<file path="src/rtl/uart_irq_ctx_pkg.sv">
package uart_irq_ctx_pkg;

   localparam int BYTE_W = 8;

   typedef enum logic [2:0] {
      SEL_VEC   = 3'd0,
      SEL_CHAN  = 3'd1,
      SEL_TYPE  = 3'd2,
      SEL_COUNT = 3'd3,
      SEL_RXQ   = 3'd4,
      SEL_TXQ   = 3'd5
   } reg_sel_e;

   typedef struct packed {
      logic       rx_hit;    // receiver interrupt
      logic       rx_clean;  // receiver without errors
      logic       tx_hit;    // transmitter interrupt
      logic [1:0] resv;      // always zero once captured
      logic [2:0] misc;      // other-type code
   } irq_type_t;

   function automatic logic is_data(irq_type_t t);
      return t.rx_hit | t.tx_hit;
   endfunction

   function automatic logic [1:0] vec_code(irq_type_t t);
      if (t.rx_hit)      return {1'b1, t.rx_clean};
      else if (t.tx_hit) return 2'b01;
      else               return 2'b00;
   endfunction

endpackage

</file>
<file path="src/rtl/irq_ctx_capture.sv">
module irq_ctx_capture
   import uart_irq_ctx_pkg::*;
#(
   parameter  int NUM_CH     = 2,
   parameter  int FIFO_DEPTH = 256,
   localparam int CH_W       = $clog2(NUM_CH),
   localparam int LVL_W      = $clog2(FIFO_DEPTH + 1)
) (
   input  logic              clk,
   input  logic              rst_n,
   input  logic              take,
   input  logic [CH_W-1:0]   win_ch,
   input  logic [BYTE_W-1:0] win_type,
   input  logic [LVL_W-1:0]  win_level,
   output logic [CH_W-1:0]   ctx_ch,
   output irq_type_t         ctx_type,
   output logic [BYTE_W-1:0] ctx_count
);

   irq_type_t         type_in;
   logic [BYTE_W-1:0] count_in;

   always_comb begin
      type_in      = irq_type_t'(win_type);
      type_in.resv = 2'b00;
      if (!is_data(type_in))
         count_in = '0;
      else if (win_level == LVL_W'(FIFO_DEPTH))
         count_in = BYTE_W'(FIFO_DEPTH % (1 << BYTE_W));
      else
         count_in = BYTE_W'(win_level);
   end

   always_ff @(posedge clk) begin
      if (!rst_n) begin
         ctx_ch    <= '0;
         ctx_type  <= '0;
         ctx_count <= '0;
      end else if (take) begin
         ctx_ch    <= win_ch;
         ctx_type  <= type_in;
         ctx_count <= count_in;
      end
   end

   assert_ctx_hold_R4: assert property (@(posedge clk) disable iff (!rst_n)
      !take |=> ($stable(ctx_ch) && $stable(ctx_type) && $stable(ctx_count)));

   assert_ctx_take_R4: assert property (@(posedge clk) disable iff (!rst_n)
      take |=> (ctx_ch == $past(win_ch)));

   assert_count_wrap_R7: assert property (@(posedge clk) disable iff (!rst_n)
      (take && win_level == LVL_W'(FIFO_DEPTH) && FIFO_DEPTH == 256)
      |=> (ctx_count == 8'h00));

   assert_resv_zero_R6: assert property (@(posedge clk) disable iff (!rst_n)
      take |=> (ctx_type.resv == 2'b00));

endmodule

</file>
<file path="src/rtl/irq_vec_modify.sv">
module irq_vec_modify
   import uart_irq_ctx_pkg::*;
(
   input  logic              active,
   input  logic [BYTE_W-1:0] base_vec,
   input  logic [1:0]        ivc,
   input  logic              ch_bit,
   input  logic [1:0]        code,
   output logic [BYTE_W-1:0] vec
);

   logic [BYTE_W-1:0] mod;

   always_comb begin
      mod = base_vec;
      if (ivc > 2'd1)  mod[0]   = ch_bit;
      if (ivc == 2'd3) mod[2:1] = code;
      vec = active ? mod : '0;
   end

   always_comb begin
      assert_vec_upper_R1: assert (!active || vec[7:3] == base_vec[7:3]);
      assert_vec_plain_R1: assert (!active || ivc > 2'd1 || vec == base_vec);
      assert_vec_chan_R2:  assert (!active || ivc < 2'd2 || vec[0] == ch_bit);
   end

endmodule

</file>
<file path="src/rtl/irq_fifo_route.sv">
module irq_fifo_route
   import uart_irq_ctx_pkg::*;
#(
   parameter  int NUM_CH = 2,
   localparam int CH_W   = $clog2(NUM_CH)
) (
   input  logic [CH_W-1:0]          ctx_ch,
   input  logic                     ctx_rx,
   input  logic                     rd_req,
   input  logic                     wr_req,
   input  logic [BYTE_W-1:0]        wdata,
   input  logic [NUM_CH*BYTE_W-1:0] rxq_data,
   output logic [NUM_CH-1:0]        rxq_pop,
   output logic [NUM_CH-1:0]        txq_push,
   output logic [BYTE_W-1:0]        txq_data,
   output logic [BYTE_W-1:0]        rd_data
);

   logic [BYTE_W-1:0] lane [NUM_CH];

   for (genvar i = 0; i < NUM_CH; i++) begin : g_lane
      assign lane[i]     = rxq_data[i*BYTE_W +: BYTE_W];
      assign rxq_pop[i]  = rd_req && ctx_rx && (ctx_ch == CH_W'(i));
      assign txq_push[i] = wr_req && (ctx_ch == CH_W'(i));
   end

   assign txq_data = wdata;
   assign rd_data  = ctx_rx ? lane[ctx_ch] : '0;

   always_comb begin
      assert_pop_onehot_R9:  assert ($onehot0(rxq_pop));
      assert_push_onehot_R8: assert ($onehot0(txq_push));
      assert_pop_ctx_R9:     assert (rxq_pop == '0 || ctx_rx);
      assert_push_req_R8:    assert (wr_req == (txq_push != '0));
   end

endmodule

</file>
<file path="src/rtl/uart_irq_ctx.sv">
module uart_irq_ctx
   import uart_irq_ctx_pkg::*;
#(
   parameter  int                NUM_CH     = 2,
   parameter  int                FIFO_DEPTH = 256,
   parameter  logic [BYTE_W-1:0] VEC_RST    = 8'h0F,
   localparam int                CH_W       = $clog2(NUM_CH),
   localparam int                LVL_W      = $clog2(FIFO_DEPTH + 1)
) (
   input  logic                     clk,
   input  logic                     rst_n,
   input  logic [CH_W-1:0]          win_ch,
   input  logic [BYTE_W-1:0]        win_type,
   input  logic [LVL_W-1:0]         win_level,
   input  logic                     iack,
   input  logic                     upd,
   input  logic [1:0]               ivc_cfg,
   output logic [BYTE_W-1:0]        vec_out,
   output logic                     vec_drive,
   input  logic [2:0]               reg_sel,
   input  logic                     reg_rd,
   input  logic                     reg_wr,
   input  logic [BYTE_W-1:0]        reg_wdata,
   output logic [BYTE_W-1:0]        reg_rdata,
   input  logic [NUM_CH*BYTE_W-1:0] rxq_data,
   output logic [NUM_CH-1:0]        rxq_pop,
   output logic [NUM_CH-1:0]        txq_push,
   output logic [BYTE_W-1:0]        txq_data
);

   if (NUM_CH < 2 || NUM_CH > 128 || (NUM_CH & (NUM_CH - 1)) != 0) begin : g_bad_ch
      $error("NUM_CH must be a power of two between 2 and 128");
   end
   if (FIFO_DEPTH < 1 || FIFO_DEPTH > 256) begin : g_bad_depth
      $error("FIFO_DEPTH must lie in 1..256");
   end

   logic [BYTE_W-1:0] base_vec;
   logic [CH_W-1:0]   ctx_ch;
   irq_type_t         ctx_type;
   logic [BYTE_W-1:0] ctx_count;
   logic [BYTE_W-1:0] rxq_rd_data;
   logic              rd_rxq, wr_txq, wr_vec;

   assign wr_vec = reg_wr && (reg_sel == SEL_VEC);
   assign rd_rxq = reg_rd && (reg_sel == SEL_RXQ);
   assign wr_txq = reg_wr && (reg_sel == SEL_TXQ);

   always_ff @(posedge clk) begin
      if (!rst_n)      base_vec <= VEC_RST;
      else if (wr_vec) base_vec <= reg_wdata;
   end

   irq_ctx_capture #(.NUM_CH(NUM_CH), .FIFO_DEPTH(FIFO_DEPTH)) u_cap (
      .clk       (clk),
      .rst_n     (rst_n),
      .take      (iack || upd),
      .win_ch    (win_ch),
      .win_type  (win_type),
      .win_level (win_level),
      .ctx_ch    (ctx_ch),
      .ctx_type  (ctx_type),
      .ctx_count (ctx_count)
   );

   irq_vec_modify u_vec (
      .active   (iack),
      .base_vec (base_vec),
      .ivc      (ivc_cfg),
      .ch_bit   (win_ch[0]),
      .code     (vec_code(irq_type_t'(win_type))),
      .vec      (vec_out)
   );

   assign vec_drive = iack;

   irq_fifo_route #(.NUM_CH(NUM_CH)) u_route (
      .ctx_ch   (ctx_ch),
      .ctx_rx   (ctx_type.rx_hit),
      .rd_req   (rd_rxq),
      .wr_req   (wr_txq),
      .wdata    (reg_wdata),
      .rxq_data (rxq_data),
      .rxq_pop  (rxq_pop),
      .txq_push (txq_push),
      .txq_data (txq_data),
      .rd_data  (rxq_rd_data)
   );

   always_comb begin
      case (reg_sel_e'(reg_sel))
         SEL_VEC:   reg_rdata = base_vec;
         SEL_CHAN:  reg_rdata = BYTE_W'(ctx_ch);
         SEL_TYPE:  reg_rdata = ctx_type;
         SEL_COUNT: reg_rdata = ctx_count;
         SEL_RXQ:   reg_rdata = rxq_rd_data;
         default:   reg_rdata = '0;
      endcase
   end

   assert_vec_idle_R1: assert property (@(posedge clk) disable iff (!rst_n)
      !iack |-> (vec_out == 8'h00));

   assert_chan_upper_R5: assert property (@(posedge clk) disable iff (!rst_n)
      (reg_sel == 3'd1) |-> (reg_rdata[BYTE_W-1:CH_W] == '0));

   assert_vec_write_R10: assert property (@(posedge clk) disable iff (!rst_n)
      wr_vec |=> (base_vec == $past(reg_wdata)));

   assert_nondata_count_R7: assert property (@(posedge clk) disable iff (!rst_n)
      (upd && !win_type[7] && !win_type[5]) |=> (ctx_count == 8'h00));

endmodule

</file>
<file path="config.mk">
export PLATFORM = sky130hd
export DESIGN_NAME = uart_irq_ctx
export DESIGN_NICKNAME = d
export VERILOG_FILES = /design/src/rtl/uart_irq_ctx_pkg.sv /design/src/rtl/irq_ctx_capture.sv /design/src/rtl/irq_vec_modify.sv /design/src/rtl/irq_fifo_route.sv /design/src/rtl/uart_irq_ctx.sv
export SDC_FILE = /design/constraint.sdc
export NUM_CORES = 1
export LEC_CHECK = 0
export BUFFER_PORTS_ARGS = -buffer_cell sky130_fd_sc_hd__buf_2
export CORE_AREA = 5 5 70 60
export DETAILED_ROUTE_END_ITERATION = 10
export DIE_AREA = 0 0 75 65
export GPL_ROUTABILITY_DRIVEN = 0
export GPL_TIMING_DRIVEN = 0
export PLACE_DENSITY = 0.78
export SLEW_MARGIN = 20
export SYNTH_ARGS = -nofsm -noshare
export SYNTH_HDL_FRONTEND = slang
export SYNTH_SLANG_ARGS = --single-unit
</file>
<file path="constraint.sdc">
create_clock -name clk -period 2.4 [get_ports clk]
set_clock_uncertainty 0.2 [all_clocks]
set_input_delay 0.72 -clock clk [delete_from_list [all_inputs] [get_ports clk]]
set_output_delay 0.72 -clock clk [all_outputs]
set_load 0.01 [all_outputs]
</file>
# --- Yosys cells after proc, flatten, opt, wreduce, memory -nomap -nowiden ---
# Cells that the tools add are included.
word_totals:
  ff_bits: 23
  latch_bits: 0
  mem_bits_rw: 0
  rom_bits: 0
  in_bits: 53
  out_inout_bits: 29
  n_memories: 0
op_classes:
  n_addsub: 0
  n_mul: 0
  div: 0
  order_cmp: 2
  n_eq_ne: 7
  n_shift: 0
  muxes: 12
  n_bitwise: 3
  n_reduce_logical: 10
ops:
  columns: ["op", "count"]
  rows:
  - ["$mux 8", 7]
  - ["$pmux 8 s5", 1]
  - ["$eq 9x9->1 const B", 1]
  - ["$logic_and 1x1->1", 8]
  - ["$eq 3x2->1 const B", 2]
  - ["$eq 3x3->1 const B", 2]
  - ["$mux 2", 2]
  - ["$eq 3x1->1 const B", 1]
  - ["$logic_not 3->1", 1]
  - ["$eq 2x2->1 const B", 1]
  - ["$ge 2x2->1 const B", 1]
  - ["$gt 2x1->1 const B", 1]
  - ["$mux 1", 2]
  - ["$not 1->2", 1]
  - ["$logic_or 1x1->1", 1]
  - ["$not 1->1", 1]
  - ["$or 1x1->1", 1]

# --- Depth between registers and ports, before layout ---
logic_depth:
  ltp_word: 6
  ltp_mapped: 5
  ltp_nobuf: 3

# --- Modules after synthesis ---
# A second synthesis with hierarchy kept.
unflattened:
  cells_unflattened: 191
  area_unflattened_um2: 1612.8
modules_own_cells:
  columns: ["mod", "instances", "cells_each", "area_each_um2", "seq_area_each_um2"]
  rows:
  - ["irq_ctx_capture", 1, 62, 651.9, 300.3]
  - ["uart_irq_ctx", 1, 84, 639.4, 160.2]
  - ["irq_fifo_route", 1, 30, 232.7, 0.0]
  - ["irq_vec_modify", 1, 15, 88.8, 0.0]

# --- Least setup slack after synthesis ---
# No wires, ideal clock.
synth_path:
  kind: "input port to output port"
  start: "in reg_sel[0]"
  end: "out reg_rdata[3]"
  arrival_ps: 1558
  required_ps: 1480
  setup_slack_ps: -78
  path_stages: 4
  n_path_buf: 1
  cell_sequence: "buf_4 > and2_2 > nor2b_1 > a221o_1"
synth_between:
  elab_chain_cells: 2
synth_lines:
  columns: ["item", "line", "text"]
  rows:
  - ["from (decl)", "uart_irq_ctx.sv:20", "input logic [2:0] reg_sel,"]
  - ["$eq 3x3->1 (tied with other cells)", "uart_irq_ctx.sv:91", "case (reg_sel_e'(reg_sel))"]
  - ["$pmux 8 s5 (*)", "uart_irq_ctx.sv:91", null]
  - ["to (decl)", "uart_irq_ctx.sv:24", "output logic [BYTE_W-1:0] reg_rdata,"]
# Mark *: on every way between the ends. The rest lies on a longest branch, timed or not.

# --- Final worst setup path ---
layout_path:
  start: "in reg_sel[1]"
  end: "out reg_rdata[3]"
# Same word-level chain as after synthesis.

==> summary.txt <==
Max Clock Freq = 0.386 GHz
number of top-level pins = 82
simple-gate share of the synthesized area = 0.256
first-pass GRT wire length = 6700 microns
mux cell area share after synthesis = 0.114
largest net degree at the start of global routing = 13
async set-reset flop share out of synthesis = 0
Synth Flop Type = dfxtp_1
Worst path top cell family by delay = buffers and inverters
reg2reg start = u_cap.ctx_ch$_SDFFE_PN0P_
worst-margin pin slew = 410 ps
CP bufs+invs = 3
Design Area, Final = 2030 sq um
P&R area growth vs syn = 44.7%
post-synthesis sequential area ratio = 0.329
initial antenna violation count = 0
Peak VDD IR = 455 uV
clock latency on the worst-skew pair = 260 ps
fillers = 334
Reg power frac = 0.474
most frequent cell after synthesis = nand2_1
CTS Hold Bufs = 0
Worst Slack Setup Final = -192 ps
Unique masters post-synth = 33
Power Density = 431 nW/um^2
CTS tree = yes
total CTS buffers = 3
Rel. slew slack = 0.726
Final Non-Filler Cells = 296
final cell utilization of the core = 0.575
area of placed instances = 1850 sq um
Cell Int Power = 0.000636 W
# clock sinks = 23
WHS Endpoint = u_cap.ctx_type[2]$_SDFFE_PN0P_
Via density = 5.11
nature of the critical path startpoint = primary input
Tot GR Track Use = 0.177
clock network power share = 0.270
max-cap violation count = 0
list of most frequent post-synthesis cells = 28 x nand2_1, 23 x dfxtp_1, 16 x mux2i_1
Critical Setup Path Class = primary input to primary output
Yosys top cell area share = 0.329
number of global-route vias before repair = 1488
Cell Area, Synth = 1400 sq um
Gate power share = 0.256
XOR/XNOR Fraction of Synth Area = 0
RR Endpoint = u_cap.ctx_ch$_SDFFE_PN0P_
minimum clock period = 2590 ps
Total Routed Length = 4180 microns
CP arrival = 1670 ps
Clock Pin Slew Worst Setup and Hold Paths = 70 ps
Hold Crit Start = u_cap.ctx_type[2]$_SDFFE_PN0P_
endpoints failing setup = 8
buffer depth of the longest clock path = 2
Final nets = 306
Core ar. = 3530 sq um
DR iter-0 viols = 102
final hold vios = 0
wire length per cell = 14.1 microns
failing checks = negative setup slack
die width = 75 microns
crit path capture type = primary output
adder-cell share of the synthesized area = 0
Ant. Diodes = 0
drt pass-1 iters = 4
Seq cells post-synth = 23
Mean Syn Cell Area = 8.39 sq um
EDFF count, synth = 0
worst path required time = 1480 ps
Rows = 20
dpl hpwl = 3300 microns
Cells after Synth = 167
dpl cells = 288
Die Ht = 65 microns
Reg2Reg Depth = 3
crit-path cells = buf_6, buf_6, and2_4, nor2b_4, a221o_1, buf_2
largest family of logic cells by synthesized area = simple AND/OR/NAND/NOR gates
Max Fanout on Critical Path = 5
leak pwr = 0.955 nW
H-tree levels = 1
crit path max-delay cell type = a221o_1
area of the multi-input gates = 866 sq um
Port Buf Inserts = 77
Via Count = 1513
total gr overflow = 0
outcome = complete, but fails checks
Synth Net Count = 220
worst setup path startpoint = reg_sel[1]
worst hold path type = flop to flop
storage element area = 460 sq um
Max stage delay on crit path = 290 ps
YS warnings = 0
clock root buffer = clkbuf_8
Synth area leaders = dfxtp_1 33%, mux2i_1 11%, nand2_1 7.5%
max-slew violation count = 0
period utilisation layout = 1.08
FF-to-FF setup slack = 1240 ps
complex-gate fraction of the synthesized area = 0.195
Remaining DRCs = 0
Starting Density = 0.397
Routed Antenna Nets = 0
CP dominant cell by count = buf_6
Hold Path Stages = 2
die area = 4880 sq um
leading area contributor after synthesis = dfxtp_1
switching portion of total power = 0.273
Net Switching = 0.000239 W
RSZ-0062 raised after global routing = true
layout cells sized above 1 = 0.456
==> area by class of cell <==
type / count / share of cell area
tap: 44 / 0.0271
timing repair buffer: 83 / 0.220
inverter: 3 / 0.00555
clock buffer: 4 / 0.0222
multi-input combinational: 120 / 0.427
buffer: 19 / 0.0709
sequential: 23 / 0.227
==> power by group through the flow <==
stage | registers, W | logic (W) | clock network [W]
floorplan | 0.000416 | 0.000117 | 0
global placement | 0.000420 | 0.000199 | 0
detailed placement | 0.000420 | 0.000203 | 0
CTS | 0.000411 | 0.000217 | 0.000239
global route | 0.000416 | 0.000246 | 0.000261
finish | 0.000414 | 0.000224 | 0.000236
==> flip-flops by register name, summed over array words and instances, names as in the netlist <==
register	flops
u_cap.ctx_type	6
u_cap.ctx_count	8
u_cap.ctx_ch	1
base_vec	8
==> what timing repair did <==
action	in CTS	in global routing
gates resized for setup	9	10
setup buffers	4	1
endpoints found under the setup margin	10	10
cloned	1	0
pin swaps	6	2
==> cell usage in the layout (no fill, tap or decap) <==
cell type / netlist / layout
mux2i_4: 0 / 1
a311oi_1: 1 / 1
nor4b_4: 1 / 1
o221ai_1: 4 / 2
o22a_1: 1 / 1
nand4bb_4: 0 / 1
nand2_1: 28 / 28
nor2_1: 6 / 5
nor3b_4: 0 / 1
a21oi_1: 3 / 3
nor3_1: 4 / 1
nor2b_4: 0 / 1
dfxtp_1: 23 / 23
a211o_1: 2 / 2
and2_4: 0 / 1
or2b_1: 1 / 1
nor3_2: 0 / 3
clkbuf_8: 0 / 3
nor2_2: 1 / 2
buf_6: 2 / 6
nand3b_1: 2 / 2
a21boi_0: 7 / 7
o221ai_2: 0 / 2
or2_2: 1 / 1
clkbuf_1: 6 / 5
buf_2: 2 / 76
nand4b_1: 1 / 1
nor2b_1: 9 / 8
nand3_1: 5 / 5
o22ai_1: 1 / 1
o21ai_0: 4 / 4
buf_8: 0 / 1
mux2i_1: 16 / 15
and2_1: 5 / 5
inv_1: 3 / 3
a22oi_1: 12 / 12
o2bb2ai_1: 1 / 1
buf_4: 11 / 15
a221o_1: 1 / 1
==> tightest hold or removal path, delay by kind of cell (launching register included) <==
kind	cells	cell delay, ps
and+or+nand+nor	1	50
AOI/OAI and AO/OA	1	60
DFF	1	310
==> how the worst max path moves through the flow <==
stage	to	slack, ps	cells after the start
after CTS	reg_rdata[3]	-190	6
after global placement	reg_rdata[5]	-340	6
after floorplan	reg_rdata[5]	1	4
after detailed placement	reg_rdata[5]	-330	6
final	reg_rdata[3]	-190	6
after global routing	reg_rdata[3]	-210	6
==> kinds of logic (layout without fill, tap and decap cells) <==
family,after synthesis,in the layout
mux,16,16
compound gates,37,37
flops,23,23
buf+inv,24,109
simple gates,67,67
==> metrics by stage <==
step | hold slack, ps | power (W) | worst slack (ps) | setup TNS [ps]
2_1_floorplan | 240 | 0.000532 | 1.26 | 0
3_3_place_gp | 248 | 0.000619 | -339 | -2230
3_5_place_dp | 258 | 0.000623 | -334 | -2360
4_1_cts | 268 | 0.000868 | -188 | -965
5_1_grt | 290 | 0.000923 | -215 | -1360
6_report | 265 | 0.000874 | -192 | -980
==> layer usage <==
layer  share of wire  GRT usage  vias up
met3            0.11     0.0651        4
met2            0.49      0.295       55
met1            0.39      0.211      701
met5               0          0        -
li1                -          -      753
met4          0.0081     0.0467        0
Power figures use the tool's default switching activity.
